### config.mk
export PLATFORM = sky130hd
export DESIGN_NAME = mp_uart_rx
export DESIGN_NICKNAME = d
export VERILOG_FILES = /design/src/rtl/mpu_rx_pkg.sv /design/src/rtl/mpu_rx_sync.sv /design/src/rtl/mpu_rx_frame.sv /design/src/rtl/mpu_rx_addr_match.sv /design/src/rtl/mp_uart_rx.sv
export SDC_FILE = /design/constraint.sdc
export NUM_CORES = 1
export LEC_CHECK = 0
export BUFFER_PORTS_ARGS = -buffer_cell sky130_fd_sc_hd__buf_2
export CAP_MARGIN = 25
export CORE_MARGIN = 3
export CORE_UTILIZATION = 59
export DETAILED_ROUTE_END_ITERATION = 8
export MAX_ROUTING_LAYER = met4
export PLACE_DENSITY_LB_ADDON = 0.05
export RECOVER_POWER = 25
export SLEW_MARGIN = 15
export SYNTH_ARGS = -nofsm -noshare
export SYNTH_HDL_FRONTEND = slang
export SYNTH_HIERARCHICAL = 1
export SYNTH_SLANG_ARGS = --single-unit
### constraint.sdc
create_clock -name clk -period 2.55 [get_ports clk]
set_clock_uncertainty 0.15 [all_clocks]
set_input_delay 0.3825 -clock clk [delete_from_list [all_inputs] [get_ports clk]]
set_output_delay 0.3825 -clock clk [all_outputs]
set_load 0.05 [all_outputs]
### src/rtl/mpu_rx_pkg.sv
package mpu_rx_pkg;

  typedef enum logic {
    RX_IDLE = 1'b0,
    RX_BUSY = 1'b1
  } rx_state_e;

  typedef enum logic [1:0] {
    MODE_OFF   = 2'b00,
    MODE_SHORT = 2'b01,
    MODE_LONGA = 2'b10,
    MODE_LONGB = 2'b11
  } rx_mode_e;

  localparam logic [2:0] REG_CTRL = 3'd0;
  localparam logic [2:0] REG_OPT  = 3'd1;
  localparam logic [2:0] REG_ADDR = 3'd2;
  localparam logic [2:0] REG_MASK = 3'd3;
  localparam logic [2:0] REG_BUF  = 3'd4;

  function automatic logic vote3(input logic a, input logic b, input logic c);
    return (a & b) | (a & c) | (b & c);
  endfunction

endpackage

### src/rtl/mpu_rx_sync.sv
module mpu_rx_sync #(
  parameter int STAGES = 2
) (
  input  logic clk,
  input  logic rst_n,
  input  logic din,
  output logic dout
);

  logic [STAGES-1:0] pipe_q;

  for (genvar i = 0; i < STAGES; i++) begin : g_stage
    if (i == 0) begin : g_first
      always_ff @(posedge clk or negedge rst_n) begin
        if (!rst_n) pipe_q[i] <= 1'b1;
        else        pipe_q[i] <= din;
      end
    end else begin : g_next
      always_ff @(posedge clk or negedge rst_n) begin
        if (!rst_n) pipe_q[i] <= 1'b1;
        else        pipe_q[i] <= pipe_q[i-1];
      end
    end
  end

  assign dout = pipe_q[STAGES-1];

endmodule

### src/rtl/mpu_rx_frame.sv
module mpu_rx_frame
  import mpu_rx_pkg::*;
#(
  parameter int OVS = 16,
  parameter int DW  = 8
) (
  input  logic          clk,
  input  logic          rst_n,
  input  logic          en,
  input  logic          tick,
  input  logic          rx,
  input  logic          long_frame,
  output logic          done,
  output logic          stop_bit,
  output logic [DW-1:0] data,
  output logic          ninth,
  output logic          busy
);

  localparam int CW         = $clog2(OVS);
  localparam int MID        = OVS / 2;
  localparam int IW         = $clog2(DW + 3);
  localparam int LAST_SHORT = DW + 1;
  localparam int LAST_LONG  = DW + 2;

  rx_state_e       state_q, state_n;
  logic [CW-1:0]   scnt_q, scnt_n;
  logic [IW-1:0]   bidx_q, bidx_n;
  logic [1:0]      vote_q, vote_n;
  logic [DW-1:0]   data_q, data_n;
  logic            ninth_q, ninth_n;
  logic            bit_val;
  logic            at_decide;
  logic [IW-1:0]   last_idx;

  assign bit_val   = vote3(vote_q[0], vote_q[1], rx);
  assign last_idx  = long_frame ? IW'(LAST_LONG) : IW'(LAST_SHORT);
  assign at_decide = en && tick && (state_q == RX_BUSY) && (scnt_q == CW'(MID + 1));

  always_comb begin
    state_n = state_q;
    scnt_n  = scnt_q;
    bidx_n  = bidx_q;
    vote_n  = vote_q;
    data_n  = data_q;
    ninth_n = ninth_q;
    if (!en) begin
      state_n = RX_IDLE;
    end else begin
      case (state_q)
        RX_IDLE: begin
          if (tick && !rx) begin
            state_n = RX_BUSY;
            scnt_n  = CW'(1);
            bidx_n  = '0;
          end
        end
        default: begin
          if (tick) begin
            scnt_n = scnt_q + CW'(1);
            if (scnt_q == CW'(MID - 1)) vote_n[0] = rx;
            if (scnt_q == CW'(MID))     vote_n[1] = rx;
          end
          if (at_decide) begin
            if (bidx_q == '0) begin
              if (bit_val) state_n = RX_IDLE;
              else         bidx_n  = IW'(1);
            end else if (bidx_q == last_idx) begin
              state_n = RX_IDLE;
            end else if (bidx_q <= IW'(DW)) begin
              data_n = {bit_val, data_q[DW-1:1]};
              bidx_n = bidx_q + IW'(1);
            end else begin
              ninth_n = bit_val;
              bidx_n  = bidx_q + IW'(1);
            end
          end
        end
      endcase
    end
  end

  always_ff @(posedge clk or negedge rst_n) begin
    if (!rst_n) begin
      state_q <= RX_IDLE;
      scnt_q  <= '0;
      bidx_q  <= '0;
      vote_q  <= '0;
      data_q  <= '0;
      ninth_q <= 1'b0;
    end else begin
      state_q <= state_n;
      scnt_q  <= scnt_n;
      bidx_q  <= bidx_n;
      vote_q  <= vote_n;
      data_q  <= data_n;
      ninth_q <= ninth_n;
    end
  end

  assign done     = at_decide && (bidx_q == last_idx);
  assign stop_bit = bit_val;
  assign data     = data_q;
  assign ninth    = ninth_q;
  assign busy     = (state_q == RX_BUSY);

endmodule

### src/rtl/mpu_rx_addr_match.sv
module mpu_rx_addr_match #(
  parameter int DW = 8
) (
  input  logic [DW-1:0] rx_byte,
  input  logic [DW-1:0] own_addr,
  input  logic [DW-1:0] own_mask,
  output logic          hit_given,
  output logic          hit_bcast
);

  logic [DW-1:0] bcast_bits;

  assign bcast_bits = own_addr | own_mask;
  assign hit_given  = ~|((rx_byte ^ own_addr) & own_mask);
  assign hit_bcast  = ~|(bcast_bits & ~rx_byte);

endmodule

### src/rtl/mp_uart_rx.sv
module mp_uart_rx
  import mpu_rx_pkg::*;
#(
  parameter int OVS         = 16,
  parameter int SYNC_STAGES = 2
) (
  input  logic       clk,
  input  logic       rst_n,
  input  logic       sample_tick,
  input  logic       rxd,
  input  logic       wr_en,
  input  logic [2:0] wr_addr,
  input  logic [7:0] wr_data,
  input  logic [2:0] rd_addr,
  output logic [7:0] rd_data,
  output logic       ri_o
);

  localparam int DW = 8;

  logic [1:0] rst_pipe_q;
  logic       rst_sync_n;

  always_ff @(posedge clk or negedge rst_n) begin
    if (!rst_n) rst_pipe_q <= 2'b00;
    else        rst_pipe_q <= {rst_pipe_q[0], 1'b1};
  end
  assign rst_sync_n = rst_pipe_q[1];

  logic          sm0_q, sm1_q, sm2_q, fe_q, ri_q, rb8_q, sel_q;
  logic          sm0_n, sm1_n, sm2_n, fe_n, ri_n, rb8_n, sel_n;
  logic [DW-1:0] saddr_q, saden_q, rbuf_q;
  logic [DW-1:0] saddr_n, saden_n, rbuf_n;

  logic          rx_s;
  logic          done, stop_bit, ninth, busy;
  logic [DW-1:0] rx_byte;
  logic          hit_given, hit_bcast, hit;
  rx_mode_e      mode;
  logic          rx_en, long_frame, short_frame;
  logic          accept, load, fe_set, wr_ctrl;

  assign mode        = rx_mode_e'({sm0_q, sm1_q});
  assign rx_en       = (mode != MODE_OFF);
  assign long_frame  = sm0_q;
  assign short_frame = (mode == MODE_SHORT);

  mpu_rx_sync #(.STAGES(SYNC_STAGES)) u_sync (
    .clk   (clk),
    .rst_n (rst_sync_n),
    .din   (rxd),
    .dout  (rx_s)
  );

  mpu_rx_frame #(.OVS(OVS), .DW(DW)) u_frame (
    .clk        (clk),
    .rst_n      (rst_sync_n),
    .en         (rx_en),
    .tick       (sample_tick),
    .rx         (rx_s),
    .long_frame (long_frame),
    .done       (done),
    .stop_bit   (stop_bit),
    .data       (rx_byte),
    .ninth      (ninth),
    .busy       (busy)
  );

  mpu_rx_addr_match #(.DW(DW)) u_match (
    .rx_byte   (rx_byte),
    .own_addr  (saddr_q),
    .own_mask  (saden_q),
    .hit_given (hit_given),
    .hit_bcast (hit_bcast)
  );

  assign hit     = hit_given | hit_bcast;
  assign accept  = !sm2_q || (short_frame ? (stop_bit && hit) : (ninth && hit));
  assign load    = done && !ri_q && accept;
  assign fe_set  = done && !stop_bit;
  assign wr_ctrl = wr_en && (wr_addr == REG_CTRL);

  always_comb begin
    sm0_n   = sm0_q;
    sm1_n   = sm1_q;
    sm2_n   = sm2_q;
    fe_n    = fe_q;
    ri_n    = ri_q;
    rb8_n   = rb8_q;
    sel_n   = sel_q;
    saddr_n = saddr_q;
    saden_n = saden_q;
    rbuf_n  = rbuf_q;
    if (wr_ctrl) begin
      if (sel_q) fe_n  = wr_data[7];
      else       sm0_n = wr_data[7];
      sm1_n = wr_data[6];
      sm2_n = wr_data[5];
      ri_n  = wr_data[0];
    end
    if (wr_en && (wr_addr == REG_OPT))  sel_n   = wr_data[0];
    if (wr_en && (wr_addr == REG_ADDR)) saddr_n = wr_data;
    if (wr_en && (wr_addr == REG_MASK)) saden_n = wr_data;
    if (fe_set) fe_n = 1'b1;
    if (load) begin
      ri_n   = 1'b1;
      rbuf_n = rx_byte;
      rb8_n  = short_frame ? stop_bit : ninth;
    end
  end

  always_ff @(posedge clk or negedge rst_sync_n) begin
    if (!rst_sync_n) begin
      sm0_q   <= 1'b0;
      sm1_q   <= 1'b0;
      sm2_q   <= 1'b0;
      fe_q    <= 1'b0;
      ri_q    <= 1'b0;
      rb8_q   <= 1'b0;
      sel_q   <= 1'b0;
      saddr_q <= '0;
      saden_q <= '0;
      rbuf_q  <= '0;
    end else begin
      sm0_q   <= sm0_n;
      sm1_q   <= sm1_n;
      sm2_q   <= sm2_n;
      fe_q    <= fe_n;
      ri_q    <= ri_n;
      rb8_q   <= rb8_n;
      sel_q   <= sel_n;
      saddr_q <= saddr_n;
      saden_q <= saden_n;
      rbuf_q  <= rbuf_n;
    end
  end

  always_comb begin
    case (rd_addr)
      REG_CTRL: rd_data = {(sel_q ? fe_q : sm0_q), sm1_q, sm2_q, 2'b00, rb8_q, 1'b0, ri_q};
      REG_OPT:  rd_data = {7'd0, sel_q};
      REG_ADDR: rd_data = saddr_q;
      REG_MASK: rd_data = saden_q;
      REG_BUF:  rd_data = rbuf_q;
      default:  rd_data = 8'h00;
    endcase
  end

  assign ri_o = ri_q;

endmodule

==> impl_metrics.tcl, run 1 <==
set metrics [dict create \
    synth_top_area_share_pct 46.03 \
    cp_num_buf_inv 2 \
    crit_arrival_ns 2.42 \
    firstDrtPassIters 4 \
    critPathKind "flip-flop to flip-flop" \
    cts_setup_buffers 0 \
    rsz0062_at_grt "false" \
    drtIter0Drc 148 \
    ys_warn_count 6 \
    fillCellCount 332 \
    p_leak_nw 1.584 \
    synth_largest_area_cell "dfrtp_1" \
    place_congestion 0.8487 \
    relSlewSlack_pct 37.19 \
    post-place-ws_ns 0.05007 \
    port_buffers 27 \
    slowest_stage "dfrtp_1" \
    status "finished, final reports clean" \
    synth_common_cells "dfrtp_1 (53), mux2_2 (28), nand2_1 (17)" \
    die_w_um 75.89 \
    die_area_um2 5759 \
    regArea_um2 1380 \
    drive_gt1_share_pct 29.11 \
    final_cells 357 \
    clock_sinks 55 \
    worstSetupEndpointType "flip-flop" \
    critPathTopFamily "simple AND/OR/NAND/NOR gates" \
    first_global_vias 1969 \
    syn_area_per_cell_um2 11.43 \
    boundaryPins 28 \
    yosysSeqAreaShare_pct 47.85 \
    synth_edf_count 0 \
    drc_errors 0 \
    worstSkewPairLatency_ns 0.30 \
    initial_core_util_pct 63.55 \
    cp.depth 7 \
    wl_um 6018 \
    detail-route-antenna-nets 0 \
    die_h_um 75.89 \
    powerDensity_nw_per_um2 749.4 \
    synth-seq-cells 55 \
    final_nets 315 \
    crit_path_cell_trace "nor4bb_2 -> o21ai_1 -> nor2_1 -> inv_1 -> o41ai_4 -> buf_4 -> mux2_2" \
    yosysMostFrequentCell "dfrtp_1" \
    num_antenna_cells 0 \
    rows 24 \
    vdd_ir_drop_max_uv 489.4 \
    netlist_top_cells_area "dfrtp_1 (46%), mux2_2 (11%), mux2i_1 (5.6%)" \
    clk_pin_slew_worst_paths_ns 0.10 \
    synthDistinctLibCells 50 \
    whs_ns 0.1662 \
    hold_viol 0 \
    power_w 0.002469 \
    min_period_over_period_pct 93.18 \
    grt_max_degree 24 \
    maxCapViolCount 0 \
    worstPathRequired_ns 2.59 \
    antenna_found_initial 0 \
    clock_path_buffers 2 \
    hp-class "input pin to flip-flop" \
    grt-ovfl-total 0 \
    cp_max_fo 9 \
    cts.htree.levels 2 \
    area_growth_pct 14.33 \
    tns_ns 0 \
    syn_nets 276 \
    syn_inst 252 \
    setup_slack_ns 0.1738 \
    core_um2 4534 \
    crit_path_start_kind "flip-flop" \
    max_freq_ghz 0.4208 \
    dp_hpwl_um 4485 \
    period_needed_ns 2.376 \
    hold_depth 2 \
    cts_made_buffers 5 \
    finalSetupViolations 0 \
    grt.total_usage_pct 23.36 \
    async_flop_share_pct 100.0 \
    synth_ff_type "dfrtp_1" \
    root_buffer "clkbuf_8" \
    post_drt_wl_per_cell_um 16.86 \
    cts_tree "yes" \
    dp_cells 347 \
    viasPerCell 5.986 \
    multi_input_area_um2 1469 \
    grt_pass1_wl_um 9694 \
    reg2reg_depth 7 \
    slew_violations 0 \
    syn_area_um2 2882 \
    num_vias 2137 \
    worst_path_largest_cell_delay_ns 0.45 \
    worst_slew_pin_slew_ns 0.9421 \
]
per-layer routing:
layer	share of wire (%)	global-route usage, %	vias up	wire length, um
met5	0	-	-	0
met4	0.93	6.408	0	56
met3	4.0	3.694	8	238
met2	45	33.75	50	2705
met1	50	34.25	1088	3017
li1	-	-	991	-
layout by cell type, fill, tap and decap left out, types with 3 or more instances in the layout:
| cell type | instances |
|---|---|
| a21oi_1 | 7 |
| a22oi_1 | 4 |
| buf_2 | 26 |
| buf_4 | 8 |
| clkbuf_8 | 5 |
| dfrtp_1 | 52 |
| ha_1 | 5 |
| inv_1 | 7 |
| mux2_1 | 10 |
| mux2_2 | 28 |
| mux2i_1 | 16 |
| nand2_1 | 17 |
| nand2b_1 | 3 |
| nand3_1 | 4 |
| nor2_1 | 14 |
| nor2b_1 | 6 |
| nor3b_1 | 3 |
| o21ai_0 | 10 |
| o21ai_1 | 7 |
| o21bai_1 | 3 |
| o22ai_1 | 3 |
| xor2_1 | 8 |
repair_timing:
item	CTS	global route
resized for setup	0	3
endpoints found under the setup margin	0	8
hold endpoints to repair	2	1
hold buffers	1	1
flip-flops by register name, summed over array words and instances, names as in the netlist:
| signal | count |
|---|---|
| saddr_q | 8 |
| rb8_q | 1 |
| u_sync/pipe_q | 1 |
| sm2_q | 1 |
| u_frame/data | 8 |
| u_sync/dout | 1 |
| long_frame | 1 |
| u_frame/busy | 1 |
| rbuf_q | 8 |
| u_frame/bidx_q | 4 |
| sel_q | 1 |
| ri_o | 1 |
| saden_q | 8 |
| sm1_q | 1 |
| u_frame/ninth | 1 |
| fe_q | 1 |
| u_frame/vote_q | 2 |
| u_frame/scnt_q | 4 |
| rst_pipe_q | 2 |
stage by stage:
stage	util, %	instance area, um2
after detailed placement	69.48	3151
after CTS	72.27	3277
final	72.65	3294
after floorplan	-	2882
after global placement	69.48	3151
after global routing	72.65	3294
final timing paths:
path / start / endpoint / slack [ns]
setup / recovery: u_frame/bidx_q[0]$_DFFE_PN0P_ / rbuf_q[4]$_DFFE_PN0P_ / 0.17
hold / removal: wr_data[2] / saddr_q[2]$_DFFE_PN0P_ / 0.17
setup reg to reg: u_frame/bidx_q[0]$_DFFE_PN0P_ / rbuf_q[4]$_DFFE_PN0P_ / 0.17
hold reg to reg: u_sync/pipe_q[0]$_DFF_PN1_ / u_sync/dout$_DFF_PN1_ / 0.21
max in group asynchronous: rst_pipe_q[1]$_DFF_PN0_ / saddr_q[3]$_DFFE_PN0P_ / 0.82
min in group asynchronous: rst_n / rst_pipe_q[0]$_DFF_PN0_ / 0.24
where the power goes:
group          leakage, nW  total, W  switching [W]  internal, W
combinational        0.819  0.000674       0.000360     0.000314
sequential           0.706   0.00121       0.000192      0.00101
clock               0.0587  0.000590       0.000292     0.000298
area by class of cell:
cell class	instances	area share (%)
well taps	65	2.469
clock buffers	5	2.089
inverters	8	0.9115
flip-flops and latches	55	41.89
repair buffers	38	6.608
multi-input cells	183	44.59
clock inverters	3	1.443
worst register-to-register path, stage by stage, from the launching register on:
cell	delay [ns]
dfrtp_1	0.45
nor4bb_2	0.42
o21ai_1	0.13
nor2_1	0.15
inv_1	0.09
o41ai_4	0.31
buf_4	0.22
mux2_2	0.35
logic make-up after synthesis:
group	synth area share, %
AO/OA/AOI/OAI	10.55
XOR/XNOR	2.432
adder cells (fa/ha/maj)	2.562
buffers and inverters	1.824
flip-flops	47.85
multiplexers	20.41
other	0.1301
AND/OR/NAND/NOR	14.24
(Power assumes the default switching activity.)
==> run 2, diff against run 1 <==
REMOVE_ABC_BUFFERS = 1   (was default)
clock period = 2.3 ns   (was 2.55 ns; I/O delays follow)
==> run 2 against run 1 <==
  * Routed wire length is 4.1% higher
  * Clock-buffer cell count is 1 higher
  * Non-clock buffer count is 19 higher
  * First-iteration DRC count is 22% higher
  * Critical endpoint is now u_frame/bidx_q[3]$_DFFE_PN0P_
  * Via count is 2.0% higher
==> impl_metrics.tcl, run 2 (synthesis gave the netlist of run 1 again) <==
set metrics [dict create \
    worstSkewPairLatency_ns 0.30 \
    met1_usage_pct 34.08 \
    powerDensity_nw_per_um2 809.1 \
    worst_slew_pin_slew_ns 1.073 \
    cts.htree.levels 2 \
    dp_cells 356 \
    clock_sinks 55 \
    cts_made_buffers 5 \
    worstSetupEndpointType "flip-flop" \
    max_freq_ghz 0.4426 \
    cp_num_buf_inv 2 \
    core_um2 4534 \
    final_nets 334 \
    num_vias 2179 \
    r2r_start "u_frame/bidx_q[1]$_DFFE_PN0P_" \
    wl_um 6262 \
    power_frac_clock_pct 18.4 \
    boundaryPins 28 \
    use_met3_pct 3.958 \
    min_period_over_period_pct 98.23 \
    use_met2_pct 35.27 \
    slew_violations 0 \
    p_seq_share_pct 46.8 \
    critPathTopFamily "simple AND/OR/NAND/NOR gates" \
    ff2ff_setup_slack_ns 0.04 \
    intPower_w 0.001830 \
    p_leak_nw 1.674 \
    crit_path_cell_trace "buf_6 -> inv_1 -> ha_4 -> nor3b_2 -> and3b_1 -> or4b_4 -> a221o_1" \
    final_cells 376 \
    status "finished, final reports clean" \
    viasPerCell 5.795 \
    switching_share_pct 34.97 \
    firstDrtPassIters 4 \
    r2r_end "u_frame/bidx_q[3]$_DFFE_PN0P_" \
    p_sw_w 0.0009841 \
    worstPathRequired_ns 2.34 \
    cts_tree "yes" \
    gr-max-usage-layer "met2" \
    layout_commonest_cell "dfrtp_1" \
    vdd_ir_drop_max_uv 625.1 \
    cp_max_fo 3 \
    crit_path_start_kind "flip-flop" \
    tns_ns 0 \
    hold_viol 0 \
    root_buffer "clkbuf_8" \
    fillCellCount 310 \
    multi_input_area_um2 1530 \
    crit_arrival_ns 2.30 \
    rows 24 \
    antenna_found_initial 0 \
    drive_gt1_share_pct 36.33 \
    hp-class "flip-flop to async pin" \
    critPathKind "flip-flop to flip-flop" \
    clock_path_buffers 2 \
    setup_slack_ns 0.04067 \
    dp_hpwl_um 4504 \
    period_needed_ns 2.259 \
    clk_pin_slew_worst_paths_ns 0.09 \
    area_growth_pct 20.71 \
    grt_max_degree 45 \
    grt.total_usage_pct 23.56 \
    whs_ns 0.08270 \
    maxCapViolCount 0 \
    grt-ovfl-total 0 \
    regArea_um2 1383 \
    drc_errors 0 \
    post_drt_wl_per_cell_um 16.65 \
    power_w 0.002814 \
    die_w_um 75.89 \
    worst_path_largest_cell_delay_ns 0.53 \
    port_buffers 27 \
    first_global_vias 2022 \
    relSlewSlack_pct 28.44 \
    detail-route-antenna-nets 0 \
    post-place-ws_ns -0.1314 \
    drtIter0Drc 181 \
    slowest_stage "or4b_4" \
    grt_pass1_wl_um 9811 \
    place_congestion 0.8434 \
    num_antenna_cells 0 \
    finalSetupViolations 0 \
    initial_core_util_pct 63.55 \
    reg2reg_depth 7 \
    layout_common_cells "dfrtp_1 (50), mux2_2 (28), buf_2 (26)" \
    rsz0062_at_grt "true" \
    die_area_um2 5759 \
    pwr-share-comb_pct 34.8 \
    die_h_um 75.89 \
]
==> run 2: cell count changes in the layout (fill, tap and decap cells not counted), moves of 2 or more <==
cell,previous run,this run
o21ai_0,10,13
o21ai_1,7,3
dfrtp_1,52,50
nor2_1,14,12
dfrtp_2,1,3
buf_4,8,25
nor2_2,0,2
==> run 2: power by group through the flow <==
stage / logic (W) / clock network [W] / registers [W]
final: 0.000978 / 0.000518 / 0.00132
after global routing: 0.00106 / 0.000573 / 0.00134
after CTS: 0.000880 / 0.000530 / 0.00131
after floorplan: 0.000547 / 0 / 0.00131
after detailed placement: 0.000840 / 0 / 0.00132
after global placement: 0.000817 / 0 / 0.00131
==> run 2: layout make-up <==
cell class	instances	share of cell area, %
Timing Repair Buffer	57	10.58
Multi-Input combinational cell	183	43.99
Clock buffer	6	2.086
Clock inverter	2	0.3957
Inverter	8	0.8633
Sequential cell	55	39.75
Tap cell	65	2.338
==> run 2: worst max path at each step <==
stage	startpoint	cells after the start	end
final	u_frame/bidx_q[1]$_DFFE_PN0P_	7	u_frame/bidx_q[3]$_DFFE_PN0P_
after global routing	saddr_q[3]$_DFFE_PN0P_	7	rbuf_q[6]$_DFFE_PN0P_
after CTS	u_frame/bidx_q[1]$_DFFE_PN0P_	7	rbuf_q[1]$_DFFE_PN0P_
after detailed placement	u_frame/bidx_q[1]$_DFFE_PN0P_	7	rbuf_q[1]$_DFFE_PN0P_
after global placement	u_frame/bidx_q[1]$_DFFE_PN0P_	7	rbuf_q[6]$_DFFE_PN0P_
after floorplan	u_frame/bidx_q[2]$_DFFE_PN0P_	6	rbuf_q[0]$_DFFE_PN0P_
==> run 2: per-layer routing <==
| metal | vias to the layer above | part of all wire, % |
|---|---|---|
| met1 | 1080 | 48 |
| met3 | 6 | 4.1 |
| li1 | 1036 | - |
| met5 | - | 0 |
| met4 | 0 | 0.73 |
| met2 | 57 | 47 |
==> run 2: worst reg2reg max path, delay by kind of cell (launching register included) <==
family | cells | cell delay (ns)
simple gates | 3 | 0.88
flops | 1 | 0.44
compound gates | 1 | 0.32
buf+inv | 2 | 0.19
fa+ha+maj | 1 | 0.17
==> run 2: stage by stage <==
stage / utilization, % / cell area, um2
5_1_grt: 76.71 / 3478
6_report: 76.71 / 3478
4_1_cts: 74.37 / 3372
2_1_floorplan: - / 2859
3_3_place_gp: 70.97 / 3218
3_5_place_dp: 70.97 / 3218
==> run 2: timing repair <==
action / in CTS / in global routing
pin swaps: 0 / 10
endpoints found under the hold margin: 10 / 0
resized for setup: 7 / 10
setup endpoints to repair: 8 / 11
hold buffers: 3 / 0
gates cloned: 0 / 0
buffers inserted: 0 / 9
==> run 3, diff against run 2 <==
ABC_AREA = 1   (was default)
==> run 3 against run 2 <==
  * Hold slack improved by 0.021 ns
  * Power is 12% lower
  * Non-clock buffer count decreased by 24
  * Global-route usage up 1.5 points
  * Critical path depth increased by 2
  * Clock-buffer cell count decreased by 1
  * Maximum frequency is 10% higher
  * Die area up 8.6%
  * Largest cell class unchanged
==> impl_metrics.tcl, run 3 <==
set metrics [dict create \
    tns_ns 0 \
    status "finished, final reports clean" \
    dp_hpwl_um 5055 \
    synth_edf_count 0 \
    synth_top_area_share_pct 42.10 \
    cts_tree "yes" \
    first_global_vias 2580 \
    slowest_stage "dfrtp_1" \
    clock_sinks 55 \
    layout_common_cells "nand2_1 (145), dfrtp_1 (52), inv_1 (44)" \
    synthXorXnorAreaFrac_pct 0.2780 \
    drc_errors 0 \
    synth-simple-area-share_pct 38.09 \
    yosysMostFrequentCell "nand2_1" \
    crit_arrival_ns 2.16 \
    netlist_top_cells_area "dfrtp_1 (42%), nand2_1 (17%), nand3_1 (5.4%)" \
    slew_violations 0 \
    critPathTopFamily "simple AND/OR/NAND/NOR gates" \
    dp_cells 497 \
    antenna_found_initial 0 \
    period_needed_ns 2.045 \
    die_h_um 79.08 \
    boundaryPins 28 \
    rows 25 \
    hold_depth 3 \
    dpl_cell_area_um2 3356 \
    cp.depth 9 \
    cts_made_buffers 5 \
    crit_path_cell_trace "inv_1 -> ha_1 -> nand3_1 -> nor3_1 -> inv_1 -> nor2_2 -> buf_4 -> nand3_1 -> nand2_1" \
    yosysSeqAreaShare_pct 43.76 \
    reg2reg_depth 9 \
    synth_ff_type "dfrtp_1" \
    rsz0062_at_grt "false" \
    area_growth_pct 7.903 \
    grt-ovfl-total 0 \
    hp-class "input pin to flip-flop" \
    synthDistinctLibCells 34 \
    worst_path_largest_cell_delay_ns 0.40 \
    layout_commonest_cell "nand2_1" \
    cp_max_fo 6 \
    maxCapViolCount 0 \
    drive_gt1_share_pct 16.59 \
    syn_area_per_cell_um2 7.818 \
    worstSetupEndpointType "flip-flop" \
    firstDrtPassIters 5 \
    async_flop_share_pct 100.0 \
    grt_max_degree 54 \
    synth_top_family_by_area "simple AND/OR/NAND/NOR gates" \
    port_buffers 27 \
    final_cells 507 \
    fin_area_um2 3400 \
    p_leak_nw 1.754 \
    post_drt_wl_per_cell_um 13.64 \
    synth_common_cells "nand2_1 (145), dfrtp_1 (53), inv_1 (44)" \
    min-delay-start "wr_data[7]" \
    relSlewSlack_pct 13.79 \
    critPathKind "flip-flop to flip-flop" \
    final_nets 463 \
    max_freq_ghz 0.4889 \
    syn_inst 403 \
    worst_slew_pin_slew_ns 1.293 \
    cts.htree.levels 2 \
    grt_pass1_wl_um 11910 \
    crit_path_start_kind "flip-flop" \
    viasPerCell 5.288 \
    num_vias 2681 \
    detail-route-antenna-nets 0 \
    ys_warn_count 6 \
    r2r_start "u_frame/scnt_q[1]$_DFFE_PN0P_" \
    hold_viol 0 \
    wl_um 6915 \
    clk_pin_slew_worst_paths_ns 0.11 \
    synthMuxAreaShare_pct 0 \
    place_congestion 0.8372 \
    power_w 0.002479 \
    synth-seq-cells 55 \
    cp_num_buf_inv 3 \
    clock_path_buffers 2 \
    die_area_um2 6253 \
    initial_core_util_pct 63.75 \
    min_period_over_period_pct 88.93 \
    vdd_ir_drop_max_uv 601.7 \
    grt.total_usage_pct 25.06 \
    worstPathRequired_ns 2.41 \
    synth_largest_area_cell "dfrtp_1" \
    fin_util_pct 68.78 \
    finalSetupViolations 0 \
    powerDensity_nw_per_um2 729.2 \
    cp-startpoint "u_frame/scnt_q[1]$_DFFE_PN0P_" \
    root_buffer "clkbuf_8" \
    num_antenna_cells 0 \
    die_w_um 79.08 \
    drtIter0Drc 243 \
    synthAdderAreaFrac_pct 1.986 \
    core_um2 4942 \
    syn_area_um2 3151 \
    synth_compound_area_share_pct 8.856 \
    worstSkewPairLatency_ns 0.32 \
]
[run 3: where the power goes]
part / leakage [nW] / switching (W) / internal, W
clock: 0.0463 / 0.000349 / 0.000224
sequential: 0.712 / 0.000154 / 0.00108
combinational: 0.996 / 0.000445 / 0.000222
total: 1.75 / 0.000948 / 0.00153
[run 3: cells by family (layout without fill, tap and decap cells)]
group,after synthesis,count (layout)
AOI/OAI and AO/OA,40,40
xor gates and xnor gates,1,1
adders and majority gates,5,5
buffers and inverters,50,87
DFF,55,55
other,1,1
and+or+nand+nor,251,251
[run 3: final timing paths]
path	to	slack, ns
max	rbuf_q[3]$_DFFE_PN0P_	0.25
min in group asynchronous	rst_pipe_q[1]$_DFF_PN0_	0.17
min reg2reg	u_sync/dout$_DFF_PN1_	0.21
min	fe_q$_DFFE_PN0P_	0.10
max reg2reg	rbuf_q[3]$_DFFE_PN0P_	0.25
max in group asynchronous	u_frame/data[7]$_DFFE_PN0P_	0.73
[run 3: cell type report]
type	count	area, um2
flip-flops and latches	55	1380
clock inverters	3	27.53
multi-input cells	298	1485
repair buffers	33	181.4
clock buffers	5	68.82
inverters	46	172.7
fillers	424	1543
well taps	67	83.83
[run 3: through the flow]
stage,setup WS (ns),hold slack [ns]
finish,0.2546,0.1033
global route,0.04507,0.1163
CTS,0.2701,0.1054
detailed placement,0.3023,-0.01900
global placement,0.3711,-0.02052
floorplan,0.4834,-0.1006
[run 3: tightest hold or removal path, cell delays in order]
cell,delay (ns)
buf_2,0.08
nand2_1,0.05
nand3_1,0.07
[run 3: layer usage]
metal | track usage (%) | up-vias | part of all wire [%]
li1 | - | 1361 | -
met1 | 33.93 | 1246 | 48
met2 | 39.06 | 64 | 46
met3 | 4.195 | 10 | 3.7
met4 | 7.560 | 0 | 1.7
met5 | - | - | 0
[run 3: what timing repair did]
item,CTS,global route
setup buffers,0,0
endpoints found under the hold margin,3,0
resized for setup,0,0
hold buffers,2,0
